$ cat src/rtl/i2c_recov_pkg.sv
package i2c_recov_pkg;
  localparam int NUM_MST = 2;
  localparam int DW      = 32;

  localparam logic [DW-1:0] M0_ERR_SET  = 32'h1800_0EE6;
  localparam logic [DW-1:0] M1_ERR_SET  = 32'h60EE_6000;
  localparam logic [DW-1:0] INTERNAL_BITS = 32'h0700_0000;
  localparam logic [DW-1:0] M0_RST_MASK = 32'h0000_03F1;
  localparam logic [DW-1:0] M1_RST_MASK = 32'h0003_F001;
  localparam int RST_DONE_POS  = 24;
  localparam int HALT_ACK_POS0 = 25;

  typedef enum logic [2:0] {
    SEL_MASK  = 3'd0,
    SEL_CLEAR = 3'd1,
    SEL_GCLR  = 3'd2,
    SEL_HALT  = 3'd3,
    SEL_RESET = 3'd4,
    SEL_STAT  = 3'd5
  } reg_sel_e;

  function automatic logic [DW-1:0] err_set(input int m);
    return (m == 0) ? M0_ERR_SET : M1_ERR_SET;
  endfunction

  function automatic logic [DW-1:0] mst_rst_mask(input int m);
    return (m == 0) ? M0_RST_MASK : M1_RST_MASK;
  endfunction

  // Set beats clear so a same-cycle event survives.
  function automatic logic [DW-1:0] next_status(input logic [DW-1:0] cur,
                                                input logic [DW-1:0] clr,
                                                input logic [DW-1:0] set);
    return (cur & ~clr) | set;
  endfunction
endpackage

$ cat src/rtl/i2c_recov_irq_status.sv
module i2c_recov_irq_status
  import i2c_recov_pkg::*;
(
  input  logic          clk,
  input  logic          rst_n,
  input  logic          mask_we,
  input  logic          clr_we,
  input  logic          gclr_we,
  input  logic [DW-1:0] wdata,
  input  logic [DW-1:0] set_i,
  output logic [DW-1:0] status_o,
  output logic [DW-1:0] mask_o,
  output logic          irq_o
);
  logic [DW-1:0] status_q;
  logic [DW-1:0] mask_q;
  logic          armed_q;
  logic          new_unmasked;

  assign new_unmasked = |(set_i & mask_q);

  always_ff @(posedge clk) begin
    if (!rst_n) begin
      status_q <= '0;
      mask_q   <= '0;
      armed_q  <= 1'b1;
    end else begin
      status_q <= next_status(status_q, clr_we ? wdata : '0, set_i);
      if (mask_we) mask_q <= wdata;
      if (new_unmasked)  armed_q <= 1'b1;
      else if (gclr_we)  armed_q <= 1'b0;
    end
  end

  assign status_o = status_q;
  assign mask_o   = mask_q;
  assign irq_o    = armed_q & |(status_q & mask_q);


  gclr_drop_chk: assert property (@(posedge clk) disable iff (!rst_n)
    (gclr_we && !new_unmasked) |=> !irq_o);


  evt_kept_chk: assert property (@(posedge clk) disable iff (!rst_n)
    (|set_i) |=> ((status_q & $past(set_i)) == $past(set_i)));


  evt_rearm_chk: assert property (@(posedge clk) disable iff (!rst_n)
    new_unmasked |=> irq_o);
endmodule

$ cat src/rtl/i2c_recov_halt.sv
module i2c_recov_halt #(
  parameter int LIMIT = 8
) (
  input  logic clk,
  input  logic rst_n,
  input  logic start_i,
  input  logic idle_i,
  output logic req_o,
  output logic ack_o
);
  localparam int CW = $clog2(LIMIT + 1);
  localparam logic [CW-1:0] LAST = CW'(LIMIT - 1);

  logic          busy_q;
  logic [CW-1:0] cnt_q;

  assign ack_o = busy_q & (idle_i | (cnt_q == LAST));
  assign req_o = busy_q;

  always_ff @(posedge clk) begin
    if (!rst_n) begin
      busy_q <= 1'b0;
      cnt_q  <= '0;
    end else if (!busy_q && start_i) begin
      busy_q <= 1'b1;
      cnt_q  <= '0;
    end else if (ack_o) begin
      busy_q <= 1'b0;
    end else if (busy_q) begin
      cnt_q <= cnt_q + 1'b1;
    end
  end


  start_chk: assert property (@(posedge clk) disable iff (!rst_n)
    (!req_o && start_i) |=> req_o);


  idle_ack_chk: assert property (@(posedge clk) disable iff (!rst_n)
    (req_o && idle_i) |=> !req_o);


  wait_bound_chk: assert property (@(posedge clk) disable iff (!rst_n)
    (req_o && cnt_q == LAST) |=> !req_o);
endmodule

$ cat src/rtl/i2c_recov_rst_seq.sv
module i2c_recov_rst_seq
  import i2c_recov_pkg::*;
#(
  parameter int CYCLES = 4
) (
  input  logic          clk,
  input  logic          rst_n,
  input  logic          req_i,
  input  logic [DW-1:0] req_mask_i,
  output logic [DW-1:0] rst_o,
  output logic          done_o
);
  localparam int CW = $clog2(CYCLES + 1);
  localparam logic [CW-1:0] LAST = CW'(CYCLES - 1);

  logic          busy_q;
  logic [DW-1:0] mask_q;
  logic [CW-1:0] cnt_q;

  assign done_o = busy_q & (cnt_q == LAST) & !req_i;
  assign rst_o  = busy_q ? mask_q : '0;

  always_ff @(posedge clk) begin
    if (!rst_n) begin
      busy_q <= 1'b0;
      mask_q <= '0;
      cnt_q  <= '0;
    end else if (req_i) begin
      busy_q <= 1'b1;
      mask_q <= (busy_q ? mask_q : '0) | req_mask_i;
      cnt_q  <= '0;
    end else if (done_o) begin
      busy_q <= 1'b0;
      mask_q <= '0;
    end else if (busy_q) begin
      cnt_q <= cnt_q + 1'b1;
    end
  end


  req_start_chk: assert property (@(posedge clk) disable iff (!rst_n)
    req_i |=> ((rst_o & $past(req_mask_i)) == $past(req_mask_i)));


  done_end_chk: assert property (@(posedge clk) disable iff (!rst_n)
    done_o |=> (rst_o == '0));
endmodule

$ cat src/rtl/i2c_recov_irq_ctl.sv
module i2c_recov_irq_ctl
  import i2c_recov_pkg::*;
#(
  parameter int HALT_LIMIT = 8,
  parameter int RST_CYCLES = 4
) (
  input  logic        clk,
  input  logic        rst_n,
  input  logic        wr_en,
  input  logic [2:0]  wr_sel,
  input  logic [31:0] wr_data,
  input  logic [2:0]  rd_sel,
  output logic [31:0] rd_data,
  input  logic [31:0] evt_i,
  input  logic [1:0]  q_idle_i,
  output logic [1:0]  halt_req_o,
  output logic [31:0] blk_rst_o,
  output logic        irq_o
);
  logic [DW-1:0]      set_vec;
  logic [DW-1:0]      status;
  logic [DW-1:0]      mask;
  logic [DW-1:0]      rr_mask;
  logic [NUM_MST-1:0] halt_ack;
  logic [NUM_MST-1:0] halt_start;
  logic               rst_done;
  logic               sw_rst;
  logic               rr_req;

  function automatic logic wr_is(input logic en, input logic [2:0] sel,
                                 input reg_sel_e want);
    return en && (sel == want);
  endfunction

  assign sw_rst = wr_is(wr_en, wr_sel, SEL_RESET);

  always_comb begin
    set_vec = evt_i & ~INTERNAL_BITS;
    set_vec[RST_DONE_POS] = rst_done;
    for (int m = 0; m < NUM_MST; m++) set_vec[HALT_ACK_POS0 + m] = halt_ack[m];
  end

  always_comb begin
    rr_mask = sw_rst ? wr_data : '0;
    for (int m = 0; m < NUM_MST; m++)
      if (halt_ack[m]) rr_mask = rr_mask | mst_rst_mask(m);
  end
  assign rr_req = sw_rst | (|halt_ack);

  i2c_recov_irq_status u_status (
    .clk      (clk),
    .rst_n    (rst_n),
    .mask_we  (wr_is(wr_en, wr_sel, SEL_MASK)),
    .clr_we   (wr_is(wr_en, wr_sel, SEL_CLEAR)),
    .gclr_we  (wr_is(wr_en, wr_sel, SEL_GCLR)),
    .wdata    (wr_data),
    .set_i    (set_vec),
    .status_o (status),
    .mask_o   (mask),
    .irq_o    (irq_o)
  );

  for (genvar m = 0; m < NUM_MST; m++) begin : g_mst
    assign halt_start[m] = (wr_is(wr_en, wr_sel, SEL_HALT) && wr_data[m])
                         || (|(evt_i & err_set(m)));
    i2c_recov_halt #(.LIMIT(HALT_LIMIT)) u_halt (
      .clk     (clk),
      .rst_n   (rst_n),
      .start_i (halt_start[m]),
      .idle_i  (q_idle_i[m]),
      .req_o   (halt_req_o[m]),
      .ack_o   (halt_ack[m])
    );
  end

  i2c_recov_rst_seq #(.CYCLES(RST_CYCLES)) u_rst (
    .clk        (clk),
    .rst_n      (rst_n),
    .req_i      (rr_req),
    .req_mask_i (rr_mask),
    .rst_o      (blk_rst_o),
    .done_o     (rst_done)
  );

  always_comb begin
    case (rd_sel)
      SEL_MASK: rd_data = mask;
      SEL_STAT: rd_data = status;
      default:  rd_data = '0;
    endcase
  end


  ack_bit_src_chk: assert property (@(posedge clk) disable iff (!rst_n)
    $rose(status[HALT_ACK_POS0]) |-> $past(halt_ack[0]));


  err_halt_chk: assert property (@(posedge clk) disable iff (!rst_n)
    (|(evt_i & M1_ERR_SET)) |=> halt_req_o[1] || $past(halt_ack[1]));


  ack_rst_chk: assert property (@(posedge clk) disable iff (!rst_n)
    halt_ack[0] |=> ((blk_rst_o & M0_RST_MASK) == M0_RST_MASK));


  irq_src_chk: assert property (@(posedge clk) disable iff (!rst_n)
    irq_o |-> (|(status & mask)));
endmodule

$ cat config.mk
export PLATFORM = sky130hd
export DESIGN_NAME = i2c_recov_irq_ctl
export DESIGN_NICKNAME = d
export VERILOG_FILES = /design/src/rtl/i2c_recov_pkg.sv /design/src/rtl/i2c_recov_irq_status.sv /design/src/rtl/i2c_recov_halt.sv /design/src/rtl/i2c_recov_rst_seq.sv /design/src/rtl/i2c_recov_irq_ctl.sv
export SDC_FILE = /design/constraint.sdc
export NUM_CORES = 1
export LEC_CHECK = 0
export BUFFER_PORTS_ARGS = -buffer_cell sky130_fd_sc_hd__buf_2
export CORE_MARGIN = 5
export CORE_UTILIZATION = 53
export DETAILED_ROUTE_END_ITERATION = 16
export GPL_TIMING_DRIVEN = 0
export PLACE_DENSITY_LB_ADDON = 0.08
export SYNTH_ARGS = -nofsm -noshare
export SYNTH_HDL_FRONTEND = slang
export SYNTH_HIERARCHICAL = 1
export SYNTH_SLANG_ARGS = --single-unit
$ cat constraint.sdc
create_clock -name clk -period 3.4 [get_ports clk]
set_clock_uncertainty 0.1 [all_clocks]
set_input_delay 0.51 -clock clk [delete_from_list [all_inputs] [get_ports clk]]
set_output_delay 0.51 -clock clk [all_outputs]
set_load 0.01 [all_outputs]
# Word-level counts from Yosys, hierarchy flattened
# Cells that the tools add are included.
[word_totals]
ff_bits = 111
latch_bits = 0
mem_bits_rw = 0
rom_bits = 0
in_bits = 75
output_inout_bits = 67
elab_cells = 83
mem_count = 0
[classes]
n_addsub = 3
n_mul = 0
div = 0
n_lt_le_gt_ge = 0
n_eq_ne = 8
shift = 0
muxes = 14
bitwise_logic = 18
reduce_logical = 30
[op_table]
columns = ["op", "n"]
rows = [
  ["$mux 32", 5],
  ["$and 32x32->32", 3],
  ["$or 32x32->32", 2],
  ["$pmux 32 s2", 1],
  ["$reduce_or 33->1", 1],
  ["$not 32->32", 1],
  ["$reduce_or 32->1", 1],
  ["$reduce_or 10->1", 2],
  ["$mux 18", 1],
  ["$mux 10", 1],
  ["$eq 3x2->1 const B", 3],
  ["$logic_and 1x1->1", 9],
  ["$add 4x1->4 const B", 2],
  ["$eq 4x3->1 const B", 2],
  ["$reduce_or 2->1", 4],
  ["$eq 3x3->1 const B", 2],
  ["$logic_not 3->1", 2],
  ["$mux 1", 6],
  ["$reduce_and 2->1", 3],
  ["$reduce_bool 2->1", 3],
  ["$and 1x1->1", 5],
  ["$not 1->1", 4],
  ["$add 3x1->3 const B", 1],
  ["$eq 3x1->1 const B", 1],
  ["3 further kinds", 8],
]

# Depth between registers and ports, before layout
# Gate-level depths: netlist of the first run.
[logic_depth]
depth_word = 9
depth_mapped = 14
depth_no_buf = 9

# By module
# Netlist of the first run, hierarchy kept.
[by_module_without_submodules]
columns = ["mod", "instances", "cells_per_inst", "area_per_inst_um2", "seq_area_each_um2"]
rows = [
  ["i2c_recov_irq_status", 1, 283, 2695.1, 1301.2],
  ["i2c_recov_rst_seq", 1, 195, 1639.1, 720.7],
  ["i2c_recov_irq_ctl", 1, 95, 735.7, 0.0],
  ["i2c_recov_halt", 2, 28, 250.2, 100.1],
]

# Worst setup path before layout of the first run
# OpenSTA, ideal clock, no wires.
[synth_timing]
kind = "register to register"
startpoint = "reg g_mst[1].u_halt.cnt_q[0]"
endpoint = "reg u_status.armed_q"
arrival_ns = 2.855
setup_slack_ns = 0.311
stages_incl_launch_ff = 15
path_buffers = 5
path_cell_list = "dfxtp_1 > ha_1 > and3b_1 > buf_6 > o21a_1 > buf_1 > or3_1 > buf_4 > and3b_1 > buf_6 > buf_2 > a22o_1 > a221oi_1 > nand3_1 > or4_1"
[synth_between]
elab_chain_len = 9
[synth_lines]
columns = ["item", "line", "source"]
rows = [
  ["start: declaration", "i2c_recov_halt.sv:15", "logic [CW-1:0] cnt_q;"],
  ["start signal: assignment", "i2c_recov_halt.sv:30", "cnt_q <= cnt_q + 1'b1;"],
  ["$eq 4x3->1", "i2c_recov_halt.sv:17", "assign ack_o = busy_q & (idle_i | (cnt_q == LAST));"],
  ["$or 1x1->1", "i2c_recov_halt.sv:17", ""],
  ["$and 1x1->1", "i2c_recov_halt.sv:17", ""],
  ["via halt_ack[1]", "i2c_recov_irq_ctl.sv:24", "logic [NUM_MST-1:0] halt_ack;"],
  ["$reduce_or 2->1", "i2c_recov_irq_ctl.sv:48", "assign rr_req = sw_rst | (|halt_ack);"],
  ["$or 1x1->1", "i2c_recov_irq_ctl.sv:48", ""],
  ["via rr_req", "i2c_recov_irq_ctl.sv:28", "logic rr_req;"],
  ["$logic_not 1->1", "i2c_recov_rst_seq.sv:20", "assign done_o = busy_q & (cnt_q == LAST) & !req_i;"],
  ["$and 1x1->1", "i2c_recov_rst_seq.sv:20", ""],
  ["via rst_done", "i2c_recov_irq_ctl.sv:26", "logic rst_done;"],
  ["$and 32x32->32", "i2c_recov_irq_status.sv:20", "assign new_unmasked = |(set_i & mask_q);"],
  ["$reduce_or 33->1 (no line)", "--", ""],
  ["end signal: assignment", "i2c_recov_irq_status.sv:26", "armed_q <= 1'b1;"],
  ["end signal: assignment", "i2c_recov_irq_status.sv:30", "if (new_unmasked) armed_q <= 1'b1;"],
  ["end signal: assignment", "i2c_recov_irq_status.sv:31", "else if (gclr_we) armed_q <= 1'b0;"],
  ["end: declaration", "i2c_recov_irq_status.sv:17", "logic armed_q;"],
]
# The timed path passes the listed nets, and every way through them passes these cells.
# A chain may end at the register's enable or synchronous reset.

# Final worst setup path of the first run
# Ends and elaborated chain as after synthesis.

==> out/metrics.cfg, run 1 <==
[grt]
grt_max_degree=16
grt_pass1_vias=5196
grt.overflow.total=0
grt_pass1_wl_mm=27.6
grt.total_usage_pct=27.6
antenna_found_initial=0

[cells_and_area]
synthToLayoutAreaGrowth_pct=19.0
final.fill_count=954
final_cell_area_um2=6630
seq_area_um2=2220
drive_gt1_share_pct=24.4
multi_input_area_um2=3080
diodes=0
fin_cells=914
final_nets=855

[logic_synthesis]
post_synth_num_cell_types=43
ys_ff_latch=111
ys_warn_count=6
syn-num-nets=708
ys_seq_area_share_pct=39.9
async_flop_share_pct=0
synth_top_cell_by_area=dfxtp_1
syn_avg_cell_area_um2=8.86
synth_top_area_share_pct=39.9
synth_area_leaders=dfxtp_1 (40%), nor2b_1 (7.2%), a21oi_1 (6.5%)
ys.flop_type=dfxtp_1
synth_area_um2=5570
synth_edf_count=0
synthCells=629

[timing]
slew_headroom_pct=55.3
finalHoldViolations=0
maxSlewViolCount=0
timing.final.crit_period_ps=3290
hold_slack_ps=284
rsz0062_at_grt=no
fmax_mhz=304
worst_pin_slew_ps=665
finalCritPeriodShare_pct=96.8
setup_viol=0

[floorplan]
num_rows=37
core_um2=10300
start_util_pct=54.2
fp.dieH_um=113
dieArea_um2=12700
ios=142
fp.dieW_um=113

[power]
intPower_uw=1870
combPwrFrac_pct=14.6
swShare_pct=26.9
p_leak_uw=0.00276
peakVddDrop_v=0.000217
clkPwrFrac_pct=30.9
p_seq_share_pct=54.5
switching_power_uw=688
p_per_area_nw_per_um2=386
finalPower_uw=2560

[route]
drt_wl_total_mm=17.7
first_iter_violations=570
vias=5373
ant_nets=0
drt-wirelength-per-cell_um=19.4
routed_via_density=5.88
dr.pass1.iters=5
drc_errors=0

[critical_path]
crit_required_ps=3550
worstPathArrival_ps=3440
r2r_slack_ps=110
reg2regPathDepth=13
critical_path.endpoint_type=flop
critPathLaunchType=flop
crit_fanout=11
critPathKind=flop to flop

[cts]
clockRootBuffer=clkbuf_8
cts_tree=done
clk_path_buf_depth=2
clock_sinks=111
clk_latency_ps=380
cts_made_buffers=9
clk_pin_slew_ps=100
htreeDepth=3
cts_hold_buf=0

[run_status]
status=completed

[min_path]
min_path_cells=3
holdCritPathClass=primary input to flop

[placement]
post-dp-hpwl_mm=13.8
dpl.cell_count=903
gp_congestion=0.947
io_buffers=138
placed_area_um2=6430

[run]
cap_viol_max_count=0

-- critical path: stages (launching register included) --
cell,delay (ps)
dfxtp_1,380
ha_1,180
and3b_1,180
buf_6,130
o21a_4,220
or3_1,140
buf_4,140
and3b_1,200
buf_6,130
buf_2,210
a22o_1,270
a221oi_2,250
nand3_1,110
or4_1,530
-- Yosys cell counts, types with 8 or more instances --
cell type and count:
and2_1 53, nor2_1 15, nor3_1 23, nor3_2 11, nand2_1 36, o21ai_0 28, dfxtp_1 111, a22oi_1 24
a22o_1 36, buf_6 10, a21o_1 12, a21oi_1 72, nor2b_1 64, clkbuf_1 20, buf_2 8, mux2i_1 33
-- cells in the final DEF, fill, tap and decap left out, types with 10 or more instances in the layout --
cell type	count
buf_2	146
dfxtp_1	111
a21oi_1	72
nor2b_1	64
and2_1	53
a22o_1	36
nand2_1	36
mux2i_1	33
o21ai_0	28
a22oi_1	24
nor3_1	23
clkbuf_1	21
nor2_1	15
a21o_1	12
nor3_2	11
clkbuf_8	11
buf_6	10
-- cells by family after synthesis --
logic type               after synthesis  synth area share [%]
AO/OA/AOI/OAI                        188                  22.1
XOR/XNOR                               1                 0.157
adder cells (fa/ha/maj)                4                 0.899
buffers and inverters                 50                  5.17
flip-flops                           111                  39.9
multiplexers                          33                  5.93
AND/OR/NAND/NOR                      242                  25.9
-- worst paths after layout --
| kind | start | end |
|---|---|---|
| worst max-delay path | g_mst[1].u_halt/cnt_q[0] | u_status/armed_q |
| worst min-delay path | evt_i[3] | u_status/status_o[3] |
| worst max register to register | g_mst[1].u_halt/cnt_q[0] | u_status/armed_q |
| worst min register to register | g_mst[0].u_halt/cnt_q[3] | g_mst[0].u_halt/cnt_q[3] |
-- power by group through the flow --
stage | clock network (µW) | logic, µW | registers [µW]
after global routing | 866 | 407 | 1400
after floorplan | 0 | 215 | 1410
after CTS | 806 | 368 | 1390
after detailed placement | 0 | 366 | 1420
after global placement | 0 | 358 | 1420
final | 790 | 374 | 1400
-- metal layers --
layer / vias to the layer above / global-route usage [%] / share of wire (%)
met2: 255 / 44.1 / 47
met1: 2545 / 37.4 / 44
li1: 2545 / - / -
met4: 0 / 10.7 / 2.5
met3: 28 / 4.69 / 7.3
met5: - / 0 / 0
-- sequential cells by signal, indices dropped and copies added (netlist names) --
name                count
u_rst/cnt_q             3
g_mst.u_halt/req_o      2
g_mst.u_halt/cnt_q      8
u_rst/busy_q            1
u_rst/mask_q           32
u_status/mask_o        32
u_status/status_o      32
u_status/armed_q        1
-- final cells by class --
| cell class | instances | area share (%) |
|---|---|---|
| plain buffers | 42 | 3.89 |
| clock buffers | 12 | 2.34 |
| clock inverters | 1 | 0.453 |
| inverters | 6 | 0.340 |
| multi-input cells | 468 | 46.5 |
| flip-flops and latches | 111 | 33.5 |
| well taps | 136 | 2.57 |
| repair buffers | 138 | 10.4 |
-- through the flow --
stage / setup WS (ps) / setup TNS (ps) / utilization (%)
finish: 109 / 0 / 64.5
global route: 33.1 / 0 / 64.5
CTS: 15.2 / 0 / 64.4
detailed placement: -318 / -318 / 62.6
global placement: -208 / -208 / 62.6
floorplan: 311 / 0 / -
-- repair_timing --
action | in CTS | in global routing
hold endpoints to repair | 0 | 0
buffers inserted | 0 | 0
resized for setup | 3 | 2
setup endpoints to repair | 1 | 1
Note: power is estimated with default switching activity, not from simulation.
==> run 2, diff against run 1 <==
--- a/config.mk
+++ b/config.mk
@@ -5,9 +5,10 @@
 export SDC_FILE = /design/constraint.sdc
 export NUM_CORES = 1
 export LEC_CHECK = 0
+export ABC_AREA = 1
 export BUFFER_PORTS_ARGS = -buffer_cell sky130_fd_sc_hd__buf_2
 export CORE_MARGIN = 5
-export CORE_UTILIZATION = 53
+export CORE_UTILIZATION = 40
 export DETAILED_ROUTE_END_ITERATION = 16
 export GPL_TIMING_DRIVEN = 0
 export PLACE_DENSITY_LB_ADDON = 0.08
==> out/metrics.cfg, run 2 <==
[run_status]
status=completed  ; unchanged

[critical_path]
critPathLaunchType=flop  ; unchanged
reg2regPathDepth=15  ; was 13
critical_path.endpoint_type=flop  ; unchanged
crit_end=u_status/armed_q  ; unchanged
r2r_start=g_mst[0].u_halt/cnt_q[0]  ; was g_mst[1].u_halt/cnt_q[0]
critical_path.startpoint=g_mst[0].u_halt/cnt_q[0]  ; was g_mst[1].u_halt/cnt_q[0]
cp_num_buf_inv=3  ; was 4
r2r_end=u_status/armed_q  ; unchanged
crit_required_ps=3540  ; was 3550 ps
cp_num_cells=15  ; was 13
max_stage_delay_ps=520  ; was 530 ps
critPathKind=flop to flop  ; unchanged
path_common_cell=nand2_1
crit_fanout=8  ; was 11
path_delay_family=simple AND/OR/NAND/NOR gates  ; unchanged
path_cells=ha_1 > nand3_2 > a21oi_1 > nor2_1 > nand2_1 > buf_4 > clkinv_2 > nand3_1 > inv_1 > nand2_1 > nand2_1 > nor2_1 > nand2_1 > nor2_1 > nand3_1  ; was ha_1 > and3b_1 > buf_6 > o21a_4 > or3_1 > buf_4 > and3b_1 > buf_6 > buf_2 > a22o_1 > a221oi_2 > nand3_1 > or4_1
r2r_slack_ps=780  ; was 110 ps
worstPathArrival_ps=2760  ; was 3440 ps
crit_slowest_cell=a21oi_1  ; was or4_1

[cells_and_area]
final_common_cell=nand2_1  ; was buf_2
final_nets=1213  ; was 855
synthToLayoutAreaGrowth_pct=20.3  ; was 19.0%
final_cell_mix=nand2_1 (337), inv_1 (161), buf_2 (160), dfxtp_1 (111), nor2_1 (96)  ; was buf_2 (146), dfxtp_1 (111), a21oi_1 (72), nor2b_1 (64), and2_1 (53)
fin_cells=1323  ; was 914
diodes=0  ; unchanged
drive_gt1_share_pct=18.3  ; was 24.4%
final_util_pct=49.3  ; was 64.5%
final.fill_count=1646  ; was 954

[route]
drt-wirelength-per-cell_um=14.7  ; was 19.4 µm
routed_via_density=4.82  ; was 5.88
dr.pass1.iters=5  ; unchanged
first_iter_violations=426  ; was 570
vias=6378  ; was 5373
drc_errors=0  ; unchanged
ant_nets=0  ; unchanged
drt_wl_total_mm=19.5  ; was 17.7 mm

[placement]
post-place-ws_ps=792  ; was -318 ps
post-dp-hpwl_mm=14.9  ; was 13.8 mm
dpl.cell_count=1307  ; was 903
gp_congestion=0.865  ; was 0.947
io_buffers=138  ; unchanged

[logic_synthesis]
synth_common_cells=nand2_1 (337), inv_1 (161), dfxtp_1 (111)  ; was dfxtp_1 (111), a21oi_1 (72), nor2b_1 (64)
synthCells=985  ; was 629
yosysMostFrequentCell=nand2_1  ; was dfxtp_1
synth_top_cell_by_area=dfxtp_1  ; unchanged
synth_area_um2=5980  ; was 5570 µm²
post_synth_num_cell_types=27  ; was 43
ys_warn_count=6  ; unchanged
syn-num-nets=1064  ; was 708
async_flop_share_pct=0  ; unchanged
synth_area_leaders=dfxtp_1 (37%), nand2_1 (21%), inv_1 (10%)  ; was dfxtp_1 (40%), nor2b_1 (7.2%), a21oi_1 (6.5%)
ys_ff_latch=111  ; unchanged
synth_edf_count=0  ; unchanged
synth_top_area_share_pct=37.1  ; was 39.9%
ys_seq_area_share_pct=37.1  ; was 39.9%
ys.flop_type=dfxtp_1  ; unchanged
syn_avg_cell_area_um2=6.07  ; was 8.86 µm²

[grt]
grt_pass1_wl_mm=30.7  ; was 27.6 mm
grt.total_usage_pct=21.8  ; was 27.6%
grt.overflow.total=0  ; unchanged
antenna_found_initial=0  ; unchanged
grt_pass1_vias=5948  ; was 5196
grt_max_degree=17  ; was 16

[cts]
clock_sinks=111  ; unchanged
clk_pin_slew_ps=70  ; was 100 ps
clockRootBuffer=clkbuf_16  ; was clkbuf_8
cts_made_buffers=9  ; unchanged
htreeDepth=3  ; unchanged
cts_tree=done  ; unchanged
cts_hold_buf=0  ; unchanged
cts_setup_buffers=0  ; unchanged
clk_latency_ps=350  ; was 380 ps
clk_path_buf_depth=2  ; unchanged
cts_resized=0  ; was 3

[timing]
finalWorstSetupSlack_ps=783  ; was 109 ps
finalSetupTns_ps=0  ; unchanged
setup_viol=0  ; unchanged
finalHoldViolations=0  ; unchanged
rsz0062_at_grt=no  ; unchanged
fmax_mhz=382  ; was 304 MHz
worst_pin_slew_ps=928  ; was 665 ps
finalCritPeriodShare_pct=77.0  ; was 96.8%
timing.final.crit_period_ps=2620  ; was 3290 ps
slew_headroom_pct=37.6  ; was 55.3%
maxSlewViolCount=0  ; unchanged

[power]
combPwrFrac_pct=14.2  ; was 14.6%
swShare_pct=27.7  ; was 26.9%
intPower_uw=2070  ; was 1870 µW
clkPwrFrac_pct=37.0  ; was 30.9%
peakVddDrop_v=0.000243  ; was 0.000217 V
p_per_area_nw_per_um2=398  ; was 386 nW/µm²
switching_power_uw=793  ; was 688 µW
p_leak_uw=0.00411  ; was 0.00276 µW
p_seq_share_pct=48.7  ; was 54.5%

[floorplan]
ios=142  ; unchanged
start_util_pct=41.0  ; was 54.2%
fp.dieH_um=132  ; was 113 µm
dieArea_um2=17500  ; was 12700 µm²
core_um2=14600  ; was 10300 µm²
num_rows=44  ; was 37
fp.dieW_um=132  ; was 113 µm

[min_path]
holdCritPathClass=primary input to flop  ; unchanged

[run]
cap_viol_max_count=0  ; unchanged

run 2: stage by stage:
step	hold slack, ps	area, µm²	power, µW
after floorplan	355	5980	1660
after global placement	372	6900	1830
after detailed placement	373	6900	1830
after CTS	289	7200	2890
after global routing	304	7200	3010
final	301	7200	2870
run 2: worst min path at each step:
stage / startpoint / end / slack, ps / depth (start not counted)
6_report: evt_i[15] / u_status/status_o[15] / 300 / 3
4_1_cts: evt_i[15] / u_status/status_o[15] / 290 / 3
2_1_floorplan: u_rst/cnt_q[2] / u_rst/cnt_q[2] / 360 / 2
3_5_place_dp: u_rst/mask_q[30] / u_rst/mask_q[30] / 370 / 2
3_3_place_gp: u_rst/mask_q[31] / u_rst/mask_q[31] / 370 / 2
5_1_grt: evt_i[15] / u_status/status_o[15] / 300 / 3
run 2: metal layers:
| metal | GRT usage, % | routed length, µm |
|---|---|---|
| met1 | 29.7 | 8970 |
| met3 | 5.50 | 1310 |
| met2 | 34.6 | 8860 |
| met4 | 5.43 | 307 |
| met5 | 0 | 0 |
run 2: final cells by class:
type | count | area, µm² | area share [%]
multi-input cells | 665 | 2890 | 40.1
flip-flops and latches | 111 | 2220 | 30.9
repair buffers | 138 | 691 | 9.59
inverters | 167 | 628 | 8.73
clock buffers | 13 | 280 | 3.89
plain buffers | 42 | 243 | 3.37
well taps | 184 | 230 | 3.20
clock inverters | 3 | 15.0 | 0.209
run 2: worst register-to-register path, delay by kind of cell, from the launching register on:
family | cells | cell delay, ps
AO/OA/AOI/OAI | 1 | 520
buffers and inverters | 3 | 350
adder cells (fa/ha/maj) | 1 | 210
AND/OR/NAND/NOR | 10 | 930
flip-flops | 1 | 400
run 2: cells by family after synthesis:
group           share of synthesized area [%]
simple gates                             33.3
flops                                    37.1
compound gates                           14.2
fa+ha+maj                               0.837
buf+inv                                  14.6
run 2: power by group through the flow:
stage / combinational (µW) / sequential, µW / clock (µW)
floorplan: 238 / 1420 / 0
global placement: 406 / 1430 / 0
detailed placement: 406 / 1430 / 0
CTS: 408 / 1400 / 1090
global route: 459 / 1400 / 1140
finish: 408 / 1400 / 1060
